File: config.mk
export PLATFORM = sky130hd
export DESIGN_NAME = tmr_modulo_timer
export DESIGN_NICKNAME = d
export VERILOG_FILES = /design/src/rtl/tmr_pkg.sv /design/src/rtl/tmr_count_core.sv /design/src/rtl/tmr_read_latch.sv /design/src/rtl/tmr_modulo_reg.sv /design/src/rtl/tmr_ctrl_reg.sv /design/src/rtl/tmr_modulo_timer.sv
export SDC_FILE = /design/constraint.sdc
export NUM_CORES = 1
export LEC_CHECK = 0
export CAP_MARGIN = 10
export CORE_ASPECT_RATIO = 0.9
export CORE_MARGIN = 3
export CORE_UTILIZATION = 54
export DETAILED_ROUTE_END_ITERATION = 10
export GPL_TIMING_DRIVEN = 0
export PLACE_DENSITY = 0.72
export SYNTH_ARGS = -nofsm -noshare
export SYNTH_HDL_FRONTEND = slang
export SYNTH_SLANG_ARGS = --single-unit
File: constraint.sdc
create_clock -name clk -period 3.71 [get_ports clk]
set_input_delay 0.371 -clock clk [delete_from_list [all_inputs] [get_ports clk]]
set_output_delay 0.371 -clock clk [all_outputs]
set_load 0.02 [all_outputs]
File: src/rtl/tmr_pkg.sv
package tmr_pkg;
  typedef enum logic [2:0] {
    A_CTRL   = 3'd0,
    A_CNT_HI = 3'd1,
    A_CNT_LO = 3'd2,
    A_MOD_HI = 3'd3,
    A_MOD_LO = 3'd4
  } reg_addr_e;

  typedef enum logic {
    DIR_UP   = 1'b0,
    DIR_DOWN = 1'b1
  } dir_e;

  typedef enum logic [1:0] {
    HALF_NONE    = 2'd0,
    HALF_WAIT_LO = 2'd1,
    HALF_WAIT_HI = 2'd2
  } half_e;

  // status/control field layout (bits of the register byte, MSB side)
  localparam int unsigned CTL_FIELDS = 5;
endpackage

File: src/rtl/tmr_count_core.sv
module tmr_count_core
  import tmr_pkg::*;
#(
  parameter int unsigned CNT_W = 16
) (
  input  logic             clk,
  input  logic             rst_n,
  input  logic             adv,
  input  logic             clr,
  input  logic             center,
  input  logic [CNT_W-1:0] mod_val,
  output logic [CNT_W-1:0] cnt,
  output logic [CNT_W-1:0] top,
  output dir_e             dir,
  output logic             top_evt
);
  localparam logic [CNT_W-1:0] ONE = {{(CNT_W-1){1'b0}}, 1'b1};

  logic [CNT_W-1:0] cnt_n;
  dir_e             dir_n;

  assign top = (mod_val == '0) ? '1 : mod_val;

  always_comb begin
    cnt_n   = cnt;
    dir_n   = dir;
    top_evt = 1'b0;
    if (clr) begin
      cnt_n = '0;
      dir_n = DIR_UP;
    end else if (adv) begin
      if (!center) begin
        dir_n = DIR_UP;
        if (cnt >= top) begin
          cnt_n   = '0;
          top_evt = 1'b1;
        end else begin
          cnt_n = cnt + ONE;
        end
      end else if (dir == DIR_UP) begin
        if (cnt >= top) begin
          cnt_n   = cnt - ONE;
          dir_n   = DIR_DOWN;
          top_evt = 1'b1;
        end else begin
          cnt_n = cnt + ONE;
        end
      end else begin
        if (cnt == '0) begin
          cnt_n = ONE;
          dir_n = DIR_UP;
        end else begin
          cnt_n = cnt - ONE;
        end
      end
    end
  end

  always_ff @(posedge clk or negedge rst_n) begin
    if (!rst_n) begin
      cnt <= '0;
      dir <= DIR_UP;
    end else begin
      cnt <= cnt_n;
      dir <= dir_n;
    end
  end
endmodule

File: src/rtl/tmr_read_latch.sv
module tmr_read_latch #(
  parameter int unsigned BUS_W = 8,
  localparam int unsigned CNT_W = 2 * BUS_W
) (
  input  logic             clk,
  input  logic             rst_n,
  input  logic             rd_hi,
  input  logic             rd_lo,
  input  logic             release_i,
  input  logic [CNT_W-1:0] cnt,
  output logic [CNT_W-1:0] view,
  output logic             held,
  output logic [CNT_W-1:0] hold_buf
);
  logic first_hi;
  logic other_rd;

  assign other_rd = (rd_hi && !first_hi) || (rd_lo && first_hi);
  assign view     = held ? hold_buf : cnt;

  always_ff @(posedge clk or negedge rst_n) begin
    if (!rst_n) begin
      held     <= 1'b0;
      first_hi <= 1'b0;
      hold_buf <= '0;
    end else if (release_i) begin
      held <= 1'b0;
    end else if (rd_hi || rd_lo) begin
      if (!held) begin
        held     <= 1'b1;
        hold_buf <= cnt;
        first_hi <= rd_hi;
      end else if (other_rd) begin
        held <= 1'b0;
      end
    end
  end
endmodule

File: src/rtl/tmr_modulo_reg.sv
module tmr_modulo_reg
  import tmr_pkg::*;
#(
  parameter int unsigned BUS_W = 8,
  localparam int unsigned CNT_W = 2 * BUS_W
) (
  input  logic             clk,
  input  logic             rst_n,
  input  logic             wr_hi,
  input  logic             wr_lo,
  input  logic [BUS_W-1:0] wdata,
  output logic [CNT_W-1:0] mod_val,
  output logic             pending
);
  half_e half_q;

  assign pending = (half_q != HALF_NONE);

  always_ff @(posedge clk or negedge rst_n) begin
    if (!rst_n) begin
      mod_val <= '0;
      half_q  <= HALF_NONE;
    end else if (wr_hi) begin
      mod_val[CNT_W-1:BUS_W] <= wdata;
      half_q <= (half_q == HALF_WAIT_HI) ? HALF_NONE : HALF_WAIT_LO;
    end else if (wr_lo) begin
      mod_val[BUS_W-1:0] <= wdata;
      half_q <= (half_q == HALF_WAIT_LO) ? HALF_NONE : HALF_WAIT_HI;
    end
  end
endmodule

File: src/rtl/tmr_ctrl_reg.sv
module tmr_ctrl_reg
  import tmr_pkg::*;
#(
  parameter int unsigned BUS_W = 8
) (
  input  logic                  clk,
  input  logic                  rst_n,
  input  logic                  wr,
  input  logic                  rd,
  input  logic [CTL_FIELDS-1:0] wbits,
  input  logic                  set_evt,
  output logic [BUS_W-1:0]      ctl_byte,
  output logic                  flag,
  output logic                  ie,
  output logic                  center,
  output logic [1:0]            clksel,
  output logic                  irq
);
  logic armed;

  assign ctl_byte = {flag, ie, center, clksel, {(BUS_W-CTL_FIELDS){1'b0}}};
  assign irq      = flag & ie;

  always_ff @(posedge clk or negedge rst_n) begin
    if (!rst_n) begin
      ie     <= 1'b0;
      center <= 1'b0;
      clksel <= 2'b00;
    end else if (wr) begin
      ie     <= wbits[3];
      center <= wbits[2];
      clksel <= wbits[1:0];
    end
  end

  always_ff @(posedge clk or negedge rst_n) begin
    if (!rst_n) begin
      flag  <= 1'b0;
      armed <= 1'b0;
    end else begin
      if (wr)             armed <= 1'b0;
      else if (rd && flag) armed <= 1'b1;

      if (set_evt)                          flag <= 1'b1;
      else if (wr && armed && !wbits[4])    flag <= 1'b0;
    end
  end
endmodule

File: src/rtl/tmr_modulo_timer.sv
module tmr_modulo_timer
  import tmr_pkg::*;
#(
  parameter int unsigned BUS_W = 8
) (
  input  logic             clk,
  input  logic             rst_n,
  input  logic             bus_wr,
  input  logic             bus_rd,
  input  logic [2:0]       bus_addr,
  input  logic [BUS_W-1:0] bus_wdata,
  output logic [BUS_W-1:0] bus_rdata,
  input  logic             cnt_tick,
  output logic             irq
);
  localparam int unsigned CNT_W = 2 * BUS_W;

  logic             sel_ctl, sel_chi, sel_clo, sel_mhi, sel_mlo;
  logic             cnt_clr, cnt_adv, latch_rel, set_evt;
  logic [CNT_W-1:0] cnt_q, top_q, mod_q, cnt_view, hold_buf;
  logic             top_evt, mod_pend, latch_held;
  logic             flag, ie, center;
  logic [1:0]       clksel;
  logic [BUS_W-1:0] ctl_byte;
  dir_e             dir_q;

  assign sel_ctl = (bus_addr == A_CTRL);
  assign sel_chi = (bus_addr == A_CNT_HI);
  assign sel_clo = (bus_addr == A_CNT_LO);
  assign sel_mhi = (bus_addr == A_MOD_HI);
  assign sel_mlo = (bus_addr == A_MOD_LO);

  assign cnt_clr   = bus_wr && (sel_chi || sel_clo);
  assign latch_rel = cnt_clr || (bus_wr && sel_ctl);
  assign cnt_adv   = cnt_tick && (clksel != 2'b00);
  assign set_evt   = top_evt && !mod_pend;

  tmr_count_core #(.CNT_W(CNT_W)) u_core (
    .clk     (clk),
    .rst_n   (rst_n),
    .adv     (cnt_adv),
    .clr     (cnt_clr),
    .center  (center),
    .mod_val (mod_q),
    .cnt     (cnt_q),
    .top     (top_q),
    .dir     (dir_q),
    .top_evt (top_evt)
  );

  tmr_read_latch #(.BUS_W(BUS_W)) u_latch (
    .clk       (clk),
    .rst_n     (rst_n),
    .rd_hi     (bus_rd && sel_chi),
    .rd_lo     (bus_rd && sel_clo),
    .release_i (latch_rel),
    .cnt       (cnt_q),
    .view      (cnt_view),
    .held      (latch_held),
    .hold_buf  (hold_buf)
  );

  tmr_modulo_reg #(.BUS_W(BUS_W)) u_mod (
    .clk     (clk),
    .rst_n   (rst_n),
    .wr_hi   (bus_wr && sel_mhi),
    .wr_lo   (bus_wr && sel_mlo),
    .wdata   (bus_wdata),
    .mod_val (mod_q),
    .pending (mod_pend)
  );

  tmr_ctrl_reg #(.BUS_W(BUS_W)) u_ctl (
    .clk      (clk),
    .rst_n    (rst_n),
    .wr       (bus_wr && sel_ctl),
    .rd       (bus_rd && sel_ctl),
    .wbits    (bus_wdata[BUS_W-1 -: CTL_FIELDS]),
    .set_evt  (set_evt),
    .ctl_byte (ctl_byte),
    .flag     (flag),
    .ie       (ie),
    .center   (center),
    .clksel   (clksel),
    .irq      (irq)
  );

  always_comb begin
    unique case (1'b1)
      sel_ctl: bus_rdata = ctl_byte;
      sel_chi: bus_rdata = cnt_view[CNT_W-1:BUS_W];
      sel_clo: bus_rdata = cnt_view[BUS_W-1:0];
      sel_mhi: bus_rdata = mod_q[CNT_W-1:BUS_W];
      sel_mlo: bus_rdata = mod_q[BUS_W-1:0];
      default: bus_rdata = '0;
    endcase
  end
endmodule

==> flow_summary.json <==
{
  "yosysWarnings": 0,
  "synthArstFlopShare_pct": 100,
  "reg2reg_from": "u_mod.mod_val[5]",
  "worst_pin_slew_ns": 0.850,
  "hp-class": "in -> async",
  "place_ws_ns": -0.364,
  "fin_util_pct": 66.9,
  "fillers": 596,
  "gp_congestion": 1.08,
  "path_clk_slew_ns": 0.07,
  "syn_avg_cell_area_um2": 9.00,
  "post-route-min-period_ns": 3.59,
  "muxShareOfSynthArea_pct": 14.4,
  "io_buffers": 24,
  "worst_setup_path_start_kind": "flip-flop",
  "post_drt_wl_per_cell_um": 20.5,
  "drtIter0Drc": 386,
  "cts_tree": "built",
  "slew_headroom_pct": 43.0,
  "synth_xor_area_share_pct": 2.34,
  "cts_sinks": 59,
  "crit_family": "simple AND/OR/NAND/NOR gates",
  "grt_pass1_vias": 3581,
  "cts-root-buf": "clkbuf_8",
  "status": "complete, no violations",
  "finalSetupViolations": 0,
  "crit_path_max_incr_delay_ns": 0.44,
  "end_kind": "flip-flop",
  "vias_per_cell": 6.50,
  "setup_slack_ns": 0.121,
  "ios": 25,
  "synth_top_family_by_area": "simple AND/OR/NAND/NOR gates",
  "synth_edf_count": 0,
  "slew_viol_final": 0,
  "ant_nets": 0,
  "synthAdderAreaFrac_pct": 5.78,
  "maxUsedRoutingLayer": "met4",
  "holdWs_ns": 0.0550,
  "r2r_setup_slack_ns": 0.12,
  "hold_buffers": 0,
  "htreeDepth": 3,
  "p_leak_nw": 2.04,
  "coreArea_mm2": 0.00722,
  "wl_met1_um": 5440,
  "die_area_mm2": 0.00870,
  "grt_pass1_wl_um": 19200,
  "rows": 29,
  "synth-compound-area-share_pct": 16.8,
  "cts_buffers": 9,
  "wl_met3_um": 1130,
  "clk-insertion-delay-late_ns": 0.34,
  "met2_length_um": 5570,
  "die_w_um": 98.0,
  "dp_cells": 575,
  "dpl.hpwl_um": 8900,
  "ir_drop_v": 0.000332,
  "track_usage_pct": 28.5,
  "tns_ns": 0,
  "ys_seq_elements": 59,
  "ys_types": 54,
  "syn_inst": 457,
  "die_h_um": 88.8,
  "dr.pass1.iters": 5,
  "yosysSeqAreaShare_pct": 35.9,
  "crit_path_max_fanout": 10,
  "antenna_found_initial": 0,
  "slowest_stage": "dfrtp_1",
  "drc": 0,
  "synth_area_mm2": 0.00411,
  "path_cells": "nor4_2, and4_4, buf_6, nor2_1, ha_1, nand4_1, or3_4, a311o_1, a31oi_4, and2_1, clkbuf_4, buf_8, o311ai_0, a31oi_1",
  "skew_ns": 0.00957,
  "areaGrowthSynthToFinish_pct": 17.5,
  "grt-ovfl-total": 0,
  "hold_viol": 0,
  "clockBufferDepth": 2,
  "r2r_end": "u_core.cnt[10]",
  "path_class": "reg -> reg",
  "routed_wl_um": 12300,
  "ys.flop_type": "dfrtp_1",
  "fin_crit_sh_pct": 96.7,
  "diodes": 0,
  "cap_violations": 0,
  "grt_max_degree": 33,
  "r2r_cells": 14,
  "critPathRequiredTime_ns": 3.96,
  "p_per_area_mw_per_mm2": 695,
  "cp.arrival_ns": 3.83,
  "synth_fp_nets": 492,
  "start_util_pct": 57.0,
  "vias": 3914,
  "synth-simple-area-share_pct": 20.7,
  "drive_gt1_share_pct": 16.5,
  "cp.buffers_inverters": 3,
  "fin_cells": 602,
  "nets": 539,
  "max_freq_ghz": 0.279
}
## repair_timing
item / 4_1_cts / 5_1_grt
pin swaps: 2 / 8
endpoints found under the setup margin: 15 / 15
setup buffers: 3 / 9
gates resized for setup: 3 / 17
## cells by family after synthesis
family,after synthesis
buffers and inverters,40
AO/OA/AOI/OAI,105
AND/OR/NAND/NOR,168
multiplexers,55
adder cells (fa/ha/maj),19
flip-flops,59
XOR/XNOR,11
## worst max-delay path by stage
stage / startpoint / end / slack (ns) / cells past startpoint
global route: u_mod.mod_val[8] / u_core.cnt[10] / -0.08 / 14
detailed placement: u_mod.mod_val[8] / u_core.cnt[10] / -0.36 / 15
finish: u_mod.mod_val[5] / u_core.cnt[10] / 0.12 / 14
global placement: u_mod.mod_val[8] / u_core.cnt[10] / -0.37 / 15
floorplan: u_mod.mod_val[4] / u_core.cnt[6] / 0.18 / 15
CTS: u_mod.mod_val[8] / u_core.cnt[10] / 0.03 / 14
## power by group
part,total (mW),internal (mW),switching [mW],leakage (nW)
combinational,1.68,0.731,0.951,1.18
clock,0.599,0.325,0.274,0.0991
sequential,1.07,0.842,0.231,0.756
total,3.36,1.90,1.46,2.04
## cell usage after synthesis, types with 6 or more instances
master	count	area [um2]
nor2b_1	6	37.5
or3_1	10	62.6
o22a_1	6	52.6
clkbuf_1	25	93.8
mux2i_1	23	230
nor4_1	8	50.1
nand2_1	28	105
a31oi_1	13	81.3
ha_1	19	238
o21ai_0	15	75.1
nand2b_1	6	37.5
nor2_1	49	184
xor2_1	9	78.8
and3_1	9	56.3
nor3_1	14	70.1
o22ai_1	10	62.6
a21oi_1	30	150
nand3_1	16	80.1
mux2_2	32	360
dfrtp_1	59	1480
## cell type report
type                    count  area [um2]  area share [%]
plain buffers              34         164            3.39
clock buffers              11         141            2.93
repair buffers             37         345            7.15
inverters                   5        18.8           0.389
multi-input cells         358        2510            52.0
clock inverters             5        52.6            1.09
flip-flops and latches     59        1480            30.6
well taps                  93         116            2.41
## routing by layer
| layer | track usage [%] | vias to the layer above |
|---|---|---|
| met5 | 0 | - |
| met1 | 40.5 | 1906 |
| met4 | 5.91 | 0 |
| met2 | 44.9 | 198 |
| li1 | - | 1784 |
| met3 | 6.70 | 26 |
## through the flow
step	power, mW	area, um2
final	3.36	4830
after floorplan	2.16	4110
after CTS	3.24	4700
after detailed placement	2.61	4480
after global placement	2.57	4470
after global routing	3.58	4830
## sequential cells by signal, summed over array words and instances (netlist names)
name	cells
u_ctl.flag	1
u_ctl.center	1
u_core.dir	1
u_latch.held	1
u_ctl.ie	1
u_core.cnt	16
u_latch.first_hi	1
u_latch.hold_buf	16
u_mod.half_q	2
u_mod.mod_val	16
u_ctl.clksel	2
u_ctl.armed	1
## cells in the final DEF, fill, tap and decap left out, drive strengths merged, types with 3 or more instances in the layout
cell	n
or3	12
o21ai	16
nand3b	5
ha	19
nor2b	6
clkinv	3
nand4	3
clkdlybuf4s50	23
inv	5
o22a	6
nand2b	6
and2	5
nor2	49
o31ai	3
mux2	32
a21oi	30
mux2i	23
o21a	5
buf	23
dfrtp	59
nand2	28
o22ai	10
nor3	14
a211oi	4
a31oi	15
nor4	8
xor2	9
clkbuf	36
and3	9
nand3	16
(Power assumes the default switching activity.)
